[src/rtl/pt_walker.sv]
module pt_walker #(
  parameter int VA_W = 40,
  parameter int CTX_N = 16,
  localparam int CTX_W = $clog2(CTX_N),
  localparam int PG_W = VA_W - 12
) (
  input  logic               clk,
  input  logic               rst_n,
  input  logic               req_valid,
  output logic               req_ready,
  input  logic [CTX_W-1:0]   req_ctx,
  input  logic [VA_W-1:0]    req_va,
  input  logic               req_write,
  input  logic               cfg_sys_two_lvl,
  input  logic [2:0]         cfg_sys_bs,
  input  logic               cfg_usr_two_lvl,
  input  logic [2:0]         cfg_usr_bs,
  input  logic [CTX_N*PG_W-1:0] cfg_base,
  output logic               mem_req_valid,
  input  logic               mem_req_ready,
  output logic [VA_W-1:0]    mem_req_addr,
  input  logic               mem_rsp_valid,
  input  logic [63:0]        mem_rsp_data,
  output logic               rsp_valid,
  output logic               rsp_fault,
  output logic [1:0]         rsp_cause,
  output logic [VA_W-1:0]    rsp_pa,
  output logic [4:0]         rsp_frag,
  output logic               rsp_sys,
  output logic               rsp_snoop
);

  typedef enum logic [2:0] {S_IDLE, S_PDE_REQ, S_PDE_WAIT, S_PTE_REQ, S_PTE_WAIT} st_t;
  st_t st;

  logic [VA_W-1:0] va_q, addr_q;
  logic            wr_q;
  logic [2:0]      bs_q;

  wire             is_sys   = (req_ctx == '0);
  wire             two_sel  = is_sys ? cfg_sys_two_lvl : cfg_usr_two_lvl;
  wire [2:0]       bs_sel   = is_sys ? cfg_sys_bs : cfg_usr_bs;
  wire [PG_W-1:0]  base_sel = cfg_base[req_ctx*PG_W +: PG_W];
  wire [VA_W-1:0]  base_b   = {base_sel, 12'h000};

  wire [VA_W-1:0]  flat_addr = base_b + VA_W'({req_va[VA_W-1:12], 3'b000});
  wire [VA_W-1:0]  pde_addr  = base_b + ((req_va >> (21 + int'(bs_sel))) << 3);

  wire [VA_W-1:0]  blk_mask  = (VA_W'(512) << bs_q) - VA_W'(1);
  wire [VA_W-1:0]  pte_addr  = {mem_rsp_data[VA_W-1:12], 12'h000}
                             + (((va_q >> 12) & blk_mask) << 3);

  wire             pte_noperm = wr_q ? !mem_rsp_data[6] : !mem_rsp_data[5];
  wire [1:0]       pte_cause  = !mem_rsp_data[0] ? 2'd1 : (pte_noperm ? 2'd2 : 2'd0);

  logic unused_bits;
  assign unused_bits = ^{mem_rsp_data[63:VA_W], mem_rsp_data[4:3]};

  assign req_ready     = (st == S_IDLE);
  assign mem_req_valid = (st == S_PDE_REQ) || (st == S_PTE_REQ);
  assign mem_req_addr  = addr_q;

  always_ff @(posedge clk or negedge rst_n) begin
    if (!rst_n) begin
      st        <= S_IDLE;
      va_q      <= '0;
      addr_q    <= '0;
      wr_q      <= 1'b0;
      bs_q      <= '0;
      rsp_valid <= 1'b0;
      rsp_fault <= 1'b0;
      rsp_cause <= 2'd0;
      rsp_pa    <= '0;
      rsp_frag  <= '0;
      rsp_sys   <= 1'b0;
      rsp_snoop <= 1'b0;
    end else begin
      rsp_valid <= 1'b0;
      case (st)
        S_IDLE: if (req_valid) begin
          va_q   <= req_va;
          wr_q   <= req_write;
          bs_q   <= bs_sel;
          addr_q <= two_sel ? pde_addr : flat_addr;
          st     <= two_sel ? S_PDE_REQ : S_PTE_REQ;
        end
        S_PDE_REQ: if (mem_req_ready) st <= S_PDE_WAIT;
        S_PDE_WAIT: if (mem_rsp_valid) begin
          if (!mem_rsp_data[0]) begin
            rsp_valid <= 1'b1;
            rsp_fault <= 1'b1;
            rsp_cause <= 2'd1;
            rsp_pa    <= '0;
            rsp_frag  <= '0;
            rsp_sys   <= 1'b0;
            rsp_snoop <= 1'b0;
            st        <= S_IDLE;
          end else begin
            addr_q <= pte_addr;
            st     <= S_PTE_REQ;
          end
        end
        S_PTE_REQ: if (mem_req_ready) st <= S_PTE_WAIT;
        S_PTE_WAIT: if (mem_rsp_valid) begin
          rsp_valid <= 1'b1;
          rsp_fault <= (pte_cause != 2'd0);
          rsp_cause <= pte_cause;
          if (pte_cause == 2'd0) begin
            rsp_pa    <= {mem_rsp_data[VA_W-1:12], va_q[11:0]};
            rsp_frag  <= mem_rsp_data[11:7];
            rsp_sys   <= mem_rsp_data[1];
            rsp_snoop <= mem_rsp_data[2];
          end else begin
            rsp_pa    <= '0;
            rsp_frag  <= '0;
            rsp_sys   <= 1'b0;
            rsp_snoop <= 1'b0;
          end
          st <= S_IDLE;
        end
        default: st <= S_IDLE;
      endcase
    end
  end

endmodule

[config.mk]
export PLATFORM = sky130hd
export DESIGN_NAME = pt_walker
export DESIGN_NICKNAME = d
export VERILOG_FILES = /design/src/rtl/pt_walker.sv
export SDC_FILE = /design/constraint.sdc
export NUM_CORES = 1
export LEC_CHECK = 0
export BUFFER_PORTS_ARGS = -buffer_cell sky130_fd_sc_hd__buf_4
export CELL_PAD_IN_SITES_DETAIL_PLACEMENT = 1
export CELL_PAD_IN_SITES_GLOBAL_PLACEMENT = 2
export CORE_AREA = 2 2 260 262
export CTS_CLUSTER_DIAMETER = 100
export CTS_CLUSTER_SIZE = 40
export DETAILED_ROUTE_END_ITERATION = 10
export DIE_AREA = 0 0 262 264
export GPL_ROUTABILITY_DRIVEN = 0
export MAX_ROUTING_LAYER = met4
export PLACE_DENSITY_LB_ADDON = 0.1
export SETUP_SLACK_MARGIN = 0.1
export SYNTH_ARGS = -nofsm -noshare
export SYNTH_HDL_FRONTEND = slang
export SYNTH_SLANG_ARGS = --single-unit
export TNS_END_PERCENT = 100
[constraint.sdc]
create_clock -name clk -period 3.35 [get_ports clk]
set_clock_uncertainty 0.15 [all_clocks]
set_input_delay 0.67 -clock clk [delete_from_list [all_inputs] [get_ports clk]]
set_output_delay 0.67 -clock clk [all_outputs]
set_load 0.02 [all_outputs]
; Yosys cells after proc, flatten, opt, wreduce, memory -nomap -nowiden
; Index checks and enable logic that the tools add are counted.
[totals]
reg_bits = 138
wordCells = 94
[op_classes]
addsub = 5
n_mul = 1
n_eq_ne = 11
shift = 3
mux = 48
n_bitwise = 1
reduce_logical = 13
[ops]
columns = operator, count
row1 = 448-bit by 10-bit indexed part select with 28-bit output, 1
row2 = 40-bit 2-to-1 mux, 8
row3 = 40-bit case mux with 2 select lines, 2
row4 = 40-bit adder, 2
row5 = 40-bit by 31-bit adder with 40-bit output, 1
row6 = 40-bit by 6-bit >> shifter with 37-bit output, 1
row7 = 28-bit by 37-bit AND with 37-bit output, 1
row8 = 10-bit by 3-bit left shift with 37-bit output (first input constant), 1
row9 = 37-bit by 2-bit subtractor with 37-bit output (second input constant), 1
row10 = 5-bit 2-to-1 mux, 4
row11 = 3-bit 2-to-1 mux, 6
row12 = 3-bit case mux with 5 select lines, 1
row13 = 1-bit 2-to-1 mux, 14
row14 = 2-bit 2-to-1 mux, 7
row15 = 2-bit inequality test (second input constant), 7
row16 = 5-bit case mux with 2 select lines, 1
row17 = 1-bit case mux with 2 select lines, 4
row18 = 4-bit AND reduction, 2
row19 = 4-bit by 3-bit multiplier with 7-bit output (second input constant), 1
row20 = 5-bit by 3-bit adder with 6-bit output (first input constant), 1
row21 = 3-bit by 2-bit == test with 1-bit output (second input constant), 2
row22 = 2-bit nonzero test, 3
row23 = 5-bit AND reduction, 1
row24 = 4-bit zero test, 1
row25 = other kinds (8), 9

; Logic depth before layout (Yosys ltp)
; Gate-level depths: netlist of run 1.
[logic_depth]
word_depth = 8
mapped_depth = 20

; Worst setup path before layout of run 1
; Ideal clock, no wire load.
[synth_path]
kind = input-to-reg
from = input req_ctx[0]
to = register addr_q[34], in the netlist mem_req_addr[34]
setup_time_ns = 0.126
arrival_time_ns = 5.408
required_ns = 3.074
setup_slack_ns = -2.334
path_stages = 18
path_cell_list = buf_4 buf_6 buf_6 buf_4 buf_2 buf_2 mux4_2 mux4_2 ha_1 fa_1 a21o_1 a221oi_1 o211ai_1 o31ai_2 o31a_1 a211oi_1 xor2_1 a221o_1
[synth_between]
elab_chain_cells = 8
word_cells_on_any_way = 12
classes_between = add/sub (3) / mul (1) / shift (2) / mux (5) / reduce/logical (1)
[synth_rtl]
columns = item, line_no
row1 = from (decl), 11  ; input logic [CTX_W-1:0] req_ctx,
row2 = "parallel branches: the longest is 5 deep, another holds 40-bit by 31-bit adder with 40-bit output", n/a
row3 = 40-bit 2-to-1 mux *, 84  ; addr_q <= two_sel ? pde_addr : flat_addr;
row4 = 40-bit 2-to-1 mux *, 80  ; S_IDLE: if (req_valid) begin
row5 = 40-bit case mux with 2 select lines *, 79  ; case (st)
row6 = to (signal assigned), 84
row7 = to (signal assigned), 99  ; addr_q <= pte_addr;
row8 = to (decl), 36  ; logic [VA_W-1:0] va_q, addr_q;
; Mark *: on every way between the ends. The select of a mux whose other input is x is not followed.
; A chain may end at the register's enable or synchronous reset.

; Final worst setup path of run 1
[layout_path]
from = input req_ctx[2]
to = register addr_q[34], in the netlist mem_req_addr[34]
; The elaborated chain is that of the path after synthesis.

==> results of run 1 <==
[power by group]
| group | internal, mW | switching, mW |
|---|---|---|
| Combinational | 2.96 | 3.01 |
| Clock | 1.33 | 0.761 |
| Sequential | 2.11 | 0.406 |
[repair_timing]
item / CTS / global route
setup endpoints to repair: 27 / 28
resized for setup: 42 / 66
pin swaps: 43 / 43
buffers inserted: 14 / 22
endpoints found under the hold margin: 5 / 0
hold buffers: 1 / 0
[critical path, cell delays in order]
cell and delay (ns):
buf_12 0.12, or2_4 0.24, nor3_4 0.20, buf_4 0.21
mux2i_4 0.31, mux4_2 0.36, mux2i_1 0.16, o21ai_1 0.10
ha_2 0.22, fa_2 0.39, a21o_1 0.23, a221oi_4 0.29
o211ai_1 0.16, o31ai_2 0.32, o31a_1 0.24, buf_4 0.15
a211oi_2 0.06, xor2_1 0.14, a221o_1 0.30
[area by class of cell]
cell class	count	area, sq um	area share
multi-input combinational	778	8290	0.418
timing repair buffer	849	6550	0.330
sequential	125	3130	0.158
tap	873	1090	0.0551
clock buffer	17	425	0.0215
clock inverter	15	234	0.0118
antenna	23	57.6	0.00290
inverter	12	45.0	0.00227
[stage by stage]
step	power, mW	hold slack (ns)	setup WS [ns]
after floorplan	5.41	0.224	-1.95
after global routing	11.4	0.268	-1.56
after detailed placement	8.24	0.322	-2.07
after global placement	8.16	0.318	-1.93
after CTS	10.5	0.258	-1.39
final	10.6	0.291	-1.36
[how the worst min path moves through the flow]
stage / end / from / slack (ns)
finish: rsp_frag[2]$_DFFE_PN0P_ / mem_rsp_data[9] / 0.29
global route: rsp_sys$_DFFE_PN0P_ / mem_rsp_data[1] / 0.27
CTS: rsp_frag[2]$_DFFE_PN0P_ / mem_rsp_data[9] / 0.26
detailed placement: mem_req_addr[15]$_DFFE_PN0P_ / mem_req_addr[15]$_DFFE_PN0P_ / 0.32
global placement: rsp_pa[3]$_DFFE_PN0P_ / va_q[3]$_DFFE_PN0P_ / 0.32
floorplan: bs_q[0]$_DFFE_PN0P_ / rst_n / 0.22
[placed cells by master, fill, tap and decap left out, types with 25 or more instances in the layout]
cell	n
buf_4	821
mux4_2	148
dfrtp_1	125
nor2_1	56
nand2_1	54
a22o_1	50
a21oi_1	45
ha_1	36
mux2_2	33
o21ai_1	25
[layer usage]
| layer | GRT usage | up-vias |
|---|---|---|
| li1 | - | 5543 |
| met1 | 0.230 | 6245 |
| met2 | 0.359 | 402 |
| met3 | 0.0423 | 61 |
| met4 | 0.0707 | 0 |
| met5 | - | - |
[cell families after synthesis]
group                      Yosys count
other                                1
DFF                                125
xor gates and xnor gates            39
muxes                              210
adders and majority gates           41
and+or+nand+nor                    206
AOI/OAI and AO/OA                  269
buffers and inverters               92
[state kept, by name, summed over array words and instances (netlist names)]
name	flops
rsp_cause	2
rsp_sys	1
st	3
mem_req_addr	37
bs_q	3
rsp_snoop	1
rsp_fault	1
rsp_frag	5
rsp_valid	1
rsp_pa	40
va_q	30
wr_q	1
==> results_dict.tcl, run 1 <==
set metrics [dict create \
    period_share 1.41 \
    final-hold-violation-count 0 \
    top_layer "met4" \
    overflow 0 \
    fin_nets 2394 \
    viasPerCell 4.55 \
    clk_pin_slew_ns 0.06 \
    cts.path.max_buffers 2 \
    synth_flop_cell "dfrtp_1" \
    status "complete, but fails checks" \
    synth_edf_count 0 \
    r2r-start "bs_q[1]$_DFFE_PN0P_" \
    tritoncts "yes" \
    slew_headroom 0.503 \
    path_max_fanout 4 \
    vias 12300 \
    wl_met1_mm 27.3 \
    syn-cell-area_sq_um 11300 \
    clock_sinks 125 \
    ir_drop_mv 0.252 \
    synth-simple-area-share 0.0879 \
    slew_viol_final 0 \
    die_h_microns 264 \
    synth.top_cell.area_share 0.295 \
    powerDensity_nw_per_um2 534 \
    synthMuxAreaShare 0.353 \
    hpwl_mm 60.9 \
    arrival_ns 4.88 \
    violations "negative setup slack" \
    io_buffers 633 \
    fin_area_sq_um 19800 \
    fin_setup_tns_ns -25.22 \
    syn_avg_cell_area_sq_um 11.5 \
    rsz0062_at_grt "yes" \
    route.met2.wl_mm 37.6 \
    wl_met3_mm 3.61 \
    synthArstFlopShare 1.00 \
    grt_max_degree 52 \
    critical_path.startpoint_type "primary input" \
    post-route-min-period_ns 4.71 \
    num_rows 95 \
    initial_utilization 0.170 \
    core_area_sq_um 66600 \
    synth_largest_area_cell "mux4_2" \
    yosysWarnings 0 \
    die_w_microns 262 \
    numCtsBuffers 17 \
    worstRegToRegCells 14 \
    synth_xor_area_frac 0.0302 \
    rr_endpoint "mem_req_addr[30]$_DFFE_PN0P_" \
    clkLatencyLatePin_ns 0.44 \
    critPathLaunch "req_ctx[2]" \
    avgRoutedWirePerCell_microns 26.1 \
    drt_first_pass_iters 4 \
    grt_pass1_vias 13500 \
    drtAntennaViolNets 0 \
    dp_cells 2605 \
    finalSetupViolCount 26 \
    synth_top_family_by_area "multiplexers" \
    ys_seq_elements 125 \
    ctsHtreeMaxLevel 4 \
    place_area_sq_um 18400 \
    die-area_sq_um 69200 \
    cts-root-buf "clkbuf_16" \
    synth_top_cells_by_area "mux4_2, dfrtp_1, ha_1, a22o_1, mux2_2" \
    ys_seq_area_frac 0.276 \
    worst_pin_slew_ns 0.743 \
    end_kind "flip-flop" \
    crit_end "mem_req_addr[34]$_DFFE_PN0P_" \
    ioPinCount 663 \
    fill_cells 7575 \
    holdPathStages 2 \
    drt_wl_total_mm 70.1 \
    drt_iter0_markers 612 \
    layout_setup_ws_ns -1.36 \
    synthAdderAreaFrac 0.0467 \
    leakagePower_nw 9.03 \
    critical_path_class "primary input to flip-flop" \
    grt_first_pass_wirelength_mm 98.4 \
    final_cells 2692 \
    antenna_found_initial 26 \
    syn_inst 983 \
    drive_above_1_share 0.638 \
    grtUsageTotal 0.205 \
    min_path_type "primary input to flip-flop" \
    reg2reg_slack_ns -0.20 \
    critPathRequiredTime_ns 3.52 \
    synth_compound_area_frac 0.166 \
    synth_cell_types 71 \
    maxCapViolCount 0 \
    max_freq_mhz 212 \
    fin_util 0.298 \
    synth_common_cells "mux4_2, dfrtp_1, nor2_1, nand2_1, a21oi_1" \
    yosysMostFrequentCell "mux4_2" \
    syn_to_final_growth_pct 75.1 \
    drc 0 \
]
(Power assumes the default switching activity.)
==> run 2: changes to the inputs <==
clock period = 4.34 ns   (was 3.35 ns; I/O delays follow)
==> run 2 against run 1 <==
The run still ends with negative setup slack left. First-iteration DRC count shrank 11%. Worst hold slack lost 0.0076 ns. Clock power shrank 27%. Routed wire length shrank 0.99%. Setup slack gained 0.96 ns. Total power shrank 27%. Clock-buffer cell count grew 1. Register-to-register slack gained 0.93 ns. Non-clock buffer count shrank 82. Via count shrank 3.4%. Global-route usage shrank 0.12 points. Die area is the same.
==> results_dict.tcl, run 2 (synthesized netlist as in run 1, its figures left out) <==
set metrics [dict create \
    status "complete, but fails checks" \
    violations "negative setup slack" \
    tritoncts "yes" \
    critPathSlowestCell "mux4_2" \
    multiInputGateArea_sq_um 8220 \
    grt_max_degree 87 \
    regMostFlops "rsp_pa" \
    final_common_cell "buf_4" \
    cp_cell_sequence "buf_8 -> or2_4 -> nor3_4 -> mux2i_4 -> mux4_2 -> mux2i_1 -> o21ai_1 -> ha_2 -> fa_2 -> a21o_1 -> a221oi_4 -> o211ai_1 -> o31ai_2 -> o31a_1 -> a211oi_2 -> xor2_1 -> a221o_1" \
    grtUsageTotal 0.204 \
    ctsHtreeMaxLevel 4 \
    final_cell_mix "buf_4, mux4_2, dfrtp_1" \
    slowest_delay_ns 0.55 \
    ir_drop_mv 0.235 \
    critical_path.startpoint_type "primary input" \
    final-hold-violation-count 0 \
    slew_headroom 0.402 \
    overflow 0 \
    cp.depth 17 \
    syn_to_final_growth_pct 68.0 \
    fill_cells 7549 \
    grt_first_pass_wirelength_mm 98.0 \
    drive_above_1_share 0.616 \
    post-route-min-period_ns 4.74 \
    end_kind "flip-flop" \
    worst_pin_slew_ns 0.897 \
    layout_setup_ws_ns -0.402 \
    clk_pin_slew_ns 0.06 \
    clock_sinks 125 \
    cts.path.max_buffers 2 \
    path_delay_family "compound AO/OA/AOI/OAI gates" \
    min_path_type "primary input to async pin" \
    vias 11800 \
    finalSetupViolCount 19 \
    arrival_ns 4.91 \
    slew_viol_final 0 \
    die-area_sq_um 69200 \
    max_freq_mhz 211 \
    numCtsBuffers 17 \
    worstRegToRegCells 12 \
    leakagePower_nw 8.59 \
    avgRoutedWirePerCell_microns 26.8 \
    path_max_fanout 3 \
    num_rows 95 \
    fin_nets 2312 \
    cts-root-buf "clkbuf_16" \
    maxCapViolCount 0 \
    powerDensity_nw_per_um2 409 \
    drc 0 \
    core_area_sq_um 66600 \
    drtAntennaViolNets 0 \
    hpwl_mm 60.3 \
    drt_wl_total_mm 69.4 \
    fin_area_sq_um 19000 \
    largest_reg_flops 40 \
    critPathRequiredTime_ns 4.51 \
    initial_utilization 0.170 \
    drt_iter0_markers 545 \
    ctsHoldBuffers 0 \
    io_buffers 633 \
    ioPinCount 663 \
    seqCellArea_sq_um 3130 \
    drt_first_pass_iters 7 \
    critical_path_buf_inv_count 1 \
    timing.hold.ws_ns 0.283 \
    place_area_sq_um 17900 \
    viasPerCell 4.56 \
    critical_path_class "primary input to flip-flop" \
    grt_pass1_vias 13000 \
    die_h_microns 264 \
    clkLatencyLatePin_ns 0.44 \
    antenna_found_initial 25 \
    die_w_microns 262 \
    rsz0062_at_grt "yes" \
    period_share 1.09 \
]
==> run 2: worst register-to-register path: stages, from the launching register on <==
cell      delay (ns)
dfrtp_1         0.46
and3_1          0.26
inv_1           0.06
ha_1            0.29
nor2b_1         0.17
ha_1            0.33
nand3_1         0.12
nand2_1         0.09
a221o_1         0.39
o21ai_1         0.38
a21boi_0        0.19
o311ai_1        0.44
a31oi_1         0.14
==> run 2: area by class of cell <==
| class | instances | share of cell area |
|---|---|---|
| diodes | 8 | 0.00105 |
| clock buffers | 18 | 0.0231 |
| clock inverters | 14 | 0.00968 |
| inverters | 12 | 0.00237 |
| multi-input cells | 778 | 0.432 |
| flip-flops and latches | 125 | 0.165 |
| well taps | 873 | 0.0575 |
| repair buffers | 767 | 0.310 |
==> run 2: final timing paths <==
check                                    start                           end  slack (ns)
max in group asynchronous                rst_n  mem_req_addr[31]$_DFFE_PN0P_        2.77
min in group clk           va_q[4]$_DFFE_PN0P_         rsp_pa[4]$_DFFE_PN0P_        0.33
hold reg to reg            va_q[4]$_DFFE_PN0P_         rsp_pa[4]$_DFFE_PN0P_        0.33
setup reg to reg           bs_q[2]$_DFFE_PN0P_  mem_req_addr[30]$_DFFE_PN0P_        0.73
setup / recovery                    req_ctx[2]  mem_req_addr[34]$_DFFE_PN0P_       -0.40
hold / removal                           rst_n        rsp_pa[11]$_DFFE_PN0P_        0.28
==> run 2: repair_timing <==
action	CTS	global route
buffers inserted	9	7
resized for setup	39	41
pin swaps	33	25
endpoints found under the setup margin	24	24
==> run 2: report_power, final <==
| part | switching [mW] | internal [mW] |
|---|---|---|
| registers | 0.324 | 1.63 |
| logic | 2.22 | 2.06 |
| clock network | 0.604 | 0.928 |
| total | 3.15 | 4.62 |
==> run 2: per-stage QoR <==
step / setup TNS [ns] / setup slack [ns] / cells / power [mW] / util
floorplan: -12.53 / -1.16 / 995 / 4.17 / -
global placement: -19.22 / -1.12 / 2541 / 6.09 / 0.269
detailed placement: -21.30 / -1.16 / 2541 / 6.14 / 0.269
CTS: -4.34 / -0.478 / 2581 / 7.82 / 0.281
global route: -8.80 / -0.635 / 2595 / 8.34 / 0.286
finish: -4.43 / -0.402 / 2595 / 7.76 / 0.286
==> run 2: metal layers <==
metal  GRT usage  part of all wire
met5           -                 0
met4      0.0357             0.014
met3      0.0312             0.045
met2       0.371              0.54
met1       0.237              0.40
==> run 3: changes to the inputs <==
ABC_AREA = 1   (was default)
CORE_AREA = 2 2 259 261   (was 2 2 260 262)
CTS_BUF_LIST = sky130_fd_sc_hd__clkbuf_8   (was default)
DIE_AREA = 0 0 261 263   (was 0 0 262 264)
==> run 3 against run 2 <==
The flow now finishes without violations. Combinational power shrank 7.5%. Critical endpoint is now mem_req_addr[31]$_DFFE_PN0P_. Design area increased by 3.2%. Worst hold slack gained 0.056 ns. Register-to-register slack improved by 0.27 ns. Critical path depth is 1 higher. Global-route usage grew 2.2 points. Cell count grew 39%. First-iteration DRC count is 4.8% higher. Fmax up 20%.
==> results_dict.tcl, run 3 <==
set metrics [dict create \
    period_share 0.912 \
    synthArstFlopShare 1.00 \
    layout_setup_ws_ns 0.382 \
    pre_cts_ws_ns -0.589 \
    syn-cell-area_sq_um 12600 \
    clock_sinks 125 \
    die-area_sq_um 68600 \
    fin_area_sq_um 19600 \
    ctsHoldBuffers 0 \
    min_path_type "primary input to async pin" \
    clkLatencyLatePin_ns 0.47 \
    yosysMostFrequentCell "nand2_1" \
    synth_cell_types 53 \
    tritoncts "yes" \
    numCtsBuffers 17 \
    synthAdderAreaFrac 0.0420 \
    end_kind "flip-flop" \
    grtUsageTotal 0.225 \
    drt_wl_total_mm 78.2 \
    synth_flop_cell "dfrtp_1" \
    leakagePower_nw 9.92 \
    grt_first_pass_wirelength_mm 114 \
    grt_pass1_vias 17800 \
    worst_pin_slew_ns 1.04 \
    synth_xor_area_frac 0.0111 \
    synth-simple-area-share 0.305 \
    cp_cell_sequence "buf_4 -> buf_6 -> buf_4 -> o21ai_0 -> o221ai_1 -> nand3_1 -> nand3_1 -> ha_1 -> a21oi_1 -> inv_1 -> a31oi_1 -> nand2_1 -> nand2_1 -> nand3_1 -> buf_4 -> a21oi_1 -> o21ai_0 -> a31oi_1" \
    drt_first_pass_iters 5 \
    rsz0062_at_grt "no" \
    critical_path.startpoint_type "primary input" \
    r2r-start "bs_q[2]$_DFFE_PN0P_" \
    dp_cells 3565 \
    post-route-min-period_ns 3.96 \
    final-hold-violation-count 0 \
    gr-usage-met1 0.259 \
    rr_endpoint "mem_req_addr[38]$_DFFE_PN0P_" \
    synth.top_cell.area_share 0.249 \
    synth_largest_area_cell "dfrtp_1" \
    finalSetupViolCount 0 \
    synthMuxAreaShare 0.0111 \
    num_rows 94 \
    syn_avg_cell_area_sq_um 6.19 \
    largest_reg_flops 40 \
    ioPinCount 663 \
    fin_nets 3336 \
    fill_cells 8305 \
    ir_drop_mv 0.213 \
    initial_utilization 0.192 \
    slew_headroom 0.305 \
    syn_to_final_growth_pct 55.9 \
    reg2reg_slack_ns 1.00 \
    place_area_sq_um 19000 \
    drc 0 \
    met2_usage 0.406 \
    clk_pin_slew_ns 0.08 \
    final_cells 3613 \
    yosysWarnings 0 \
    ys_seq_area_frac 0.249 \
    critPathSlowestCell "buf_4" \
    synth_edf_count 0 \
    drtAntennaViolNets 0 \
    maxCapViolCount 0 \
    path_delay_family "compound AO/OA/AOI/OAI gates" \
    syn_inst 2032 \
    use_met3 0.0464 \
    viasPerCell 4.62 \
    cts-root-buf "clkbuf_8" \
    antenna_found_initial 11 \
    synth_compound_area_frac 0.274 \
    grt.busiest_layer "met2" \
    ys_seq_elements 125 \
    final_common_cell "buf_4" \
    cts.path.max_buffers 2 \
    arrival_ns 4.21 \
    slew_viol_final 0 \
    regMostFlops "rsp_pa" \
    synth_top_family_by_area "simple AND/OR/NAND/NOR gates" \
    slowest_delay_ns 0.36 \
    drt_iter0_markers 571 \
    vias 16700 \
    worstRegToRegCells 18 \
    die_w_microns 261 \
    overflow 0 \
    die_h_microns 263 \
    critPathLaunch "req_ctx[1]" \
    synth_common_cells "nand2_1, nor2_1, o21ai_0, a21oi_1, inv_1" \
    grt_max_degree 109 \
    powerDensity_nw_per_um2 348 \
    drive_above_1_share 0.317 \
    max_freq_mhz 253 \
    critPathRequiredTime_ns 4.59 \
    fin_util 0.299 \
    path_max_fanout 41 \
    io_buffers 633 \
    core_area_sq_um 65600 \
    avgRoutedWirePerCell_microns 21.6 \
    final_cell_mix "buf_4, nand2_1, nor2_1" \
    status "complete, no violations" \
    synth_top_cells_by_area "dfrtp_1, nand2_1, o21ai_0, nor2_1, a21oi_1" \
    critical_path_buf_inv_count 5 \
    critical_path_class "primary input to flip-flop" \
    ctsHtreeMaxLevel 4 \
    hpwl_mm 64.9 \
]
[run 3: cell type report]
type | count | area (sq um) | area share
multi-input combinational | 1621 | 8200 | 0.418
timing repair buffer | 789 | 6120 | 0.312
sequential | 125 | 3130 | 0.159
tap | 864 | 1080 | 0.0551
inverter | 171 | 652 | 0.0332
clock buffer | 18 | 248 | 0.0126
clock inverter | 14 | 159 | 0.00810
antenna | 11 | 27.5 | 0.00140
[run 3: through the flow]
| step | hold slack [ns] | TNS, ns | total power, mW |
|---|---|---|---|
| finish | 0.339 | 0 | 6.83 |
| global route | 0.363 | 0 | 7.45 |
| CTS | 0.342 | 0 | 6.95 |
| detailed placement | 0.319 | -9.98 | 5.83 |
| global placement | 0.312 | -8.50 | 5.75 |
| floorplan | 0.296 | 0 | 3.90 |
[run 3: kinds of logic after synthesis]
| group | Yosys count |
|---|---|
| and+or+nand+nor | 949 |
| AOI/OAI and AO/OA | 588 |
| buffers and inverters | 299 |
| DFF | 125 |
| adders and majority gates | 41 |
| xor gates and xnor gates | 16 |
| muxes | 13 |
| other | 1 |
[run 3: worst max path at each step]
stage / slack (ns) / end / cells past startpoint
after floorplan: 0.28 / mem_req_addr[36]$_DFFE_PN0P_ / 24
after global placement: -0.52 / mem_req_addr[36]$_DFFE_PN0P_ / 25
after detailed placement: -0.59 / mem_req_addr[25]$_DFFE_PN0P_ / 22
after CTS: 0.14 / mem_req_addr[36]$_DFFE_PN0P_ / 24
after global routing: 0.10 / mem_req_addr[31]$_DFFE_PN0P_ / 18
final: 0.38 / mem_req_addr[31]$_DFFE_PN0P_ / 18
[run 3: routing by layer]
metal / part of all wire / routed length, microns / vias to the layer above
met2: 0.52 / 40900 / 348
met3: 0.050 / 3880 / 29
met1: 0.42 / 32500 / 8037
li1: - / - / 8267
met5: 0 / 0 / -
met4: 0.013 / 979 / 0
[run 3: report_power, final]
part / switching (mW) / total (mW) / internal, mW
sequential: 0.242 / 1.80 / 1.55
clock: 0.541 / 1.08 / 0.536
combinational: 2.34 / 3.96 / 1.62
total: 3.12 / 6.83 / 3.71
[run 3: repair_timing]
item,4_1_cts,5_1_grt
gates resized for setup,1,22
setup endpoints to repair,17,21
cloned,0,3
endpoints found under the hold margin,0,0
setup buffers,0,2
pin swaps,0,2
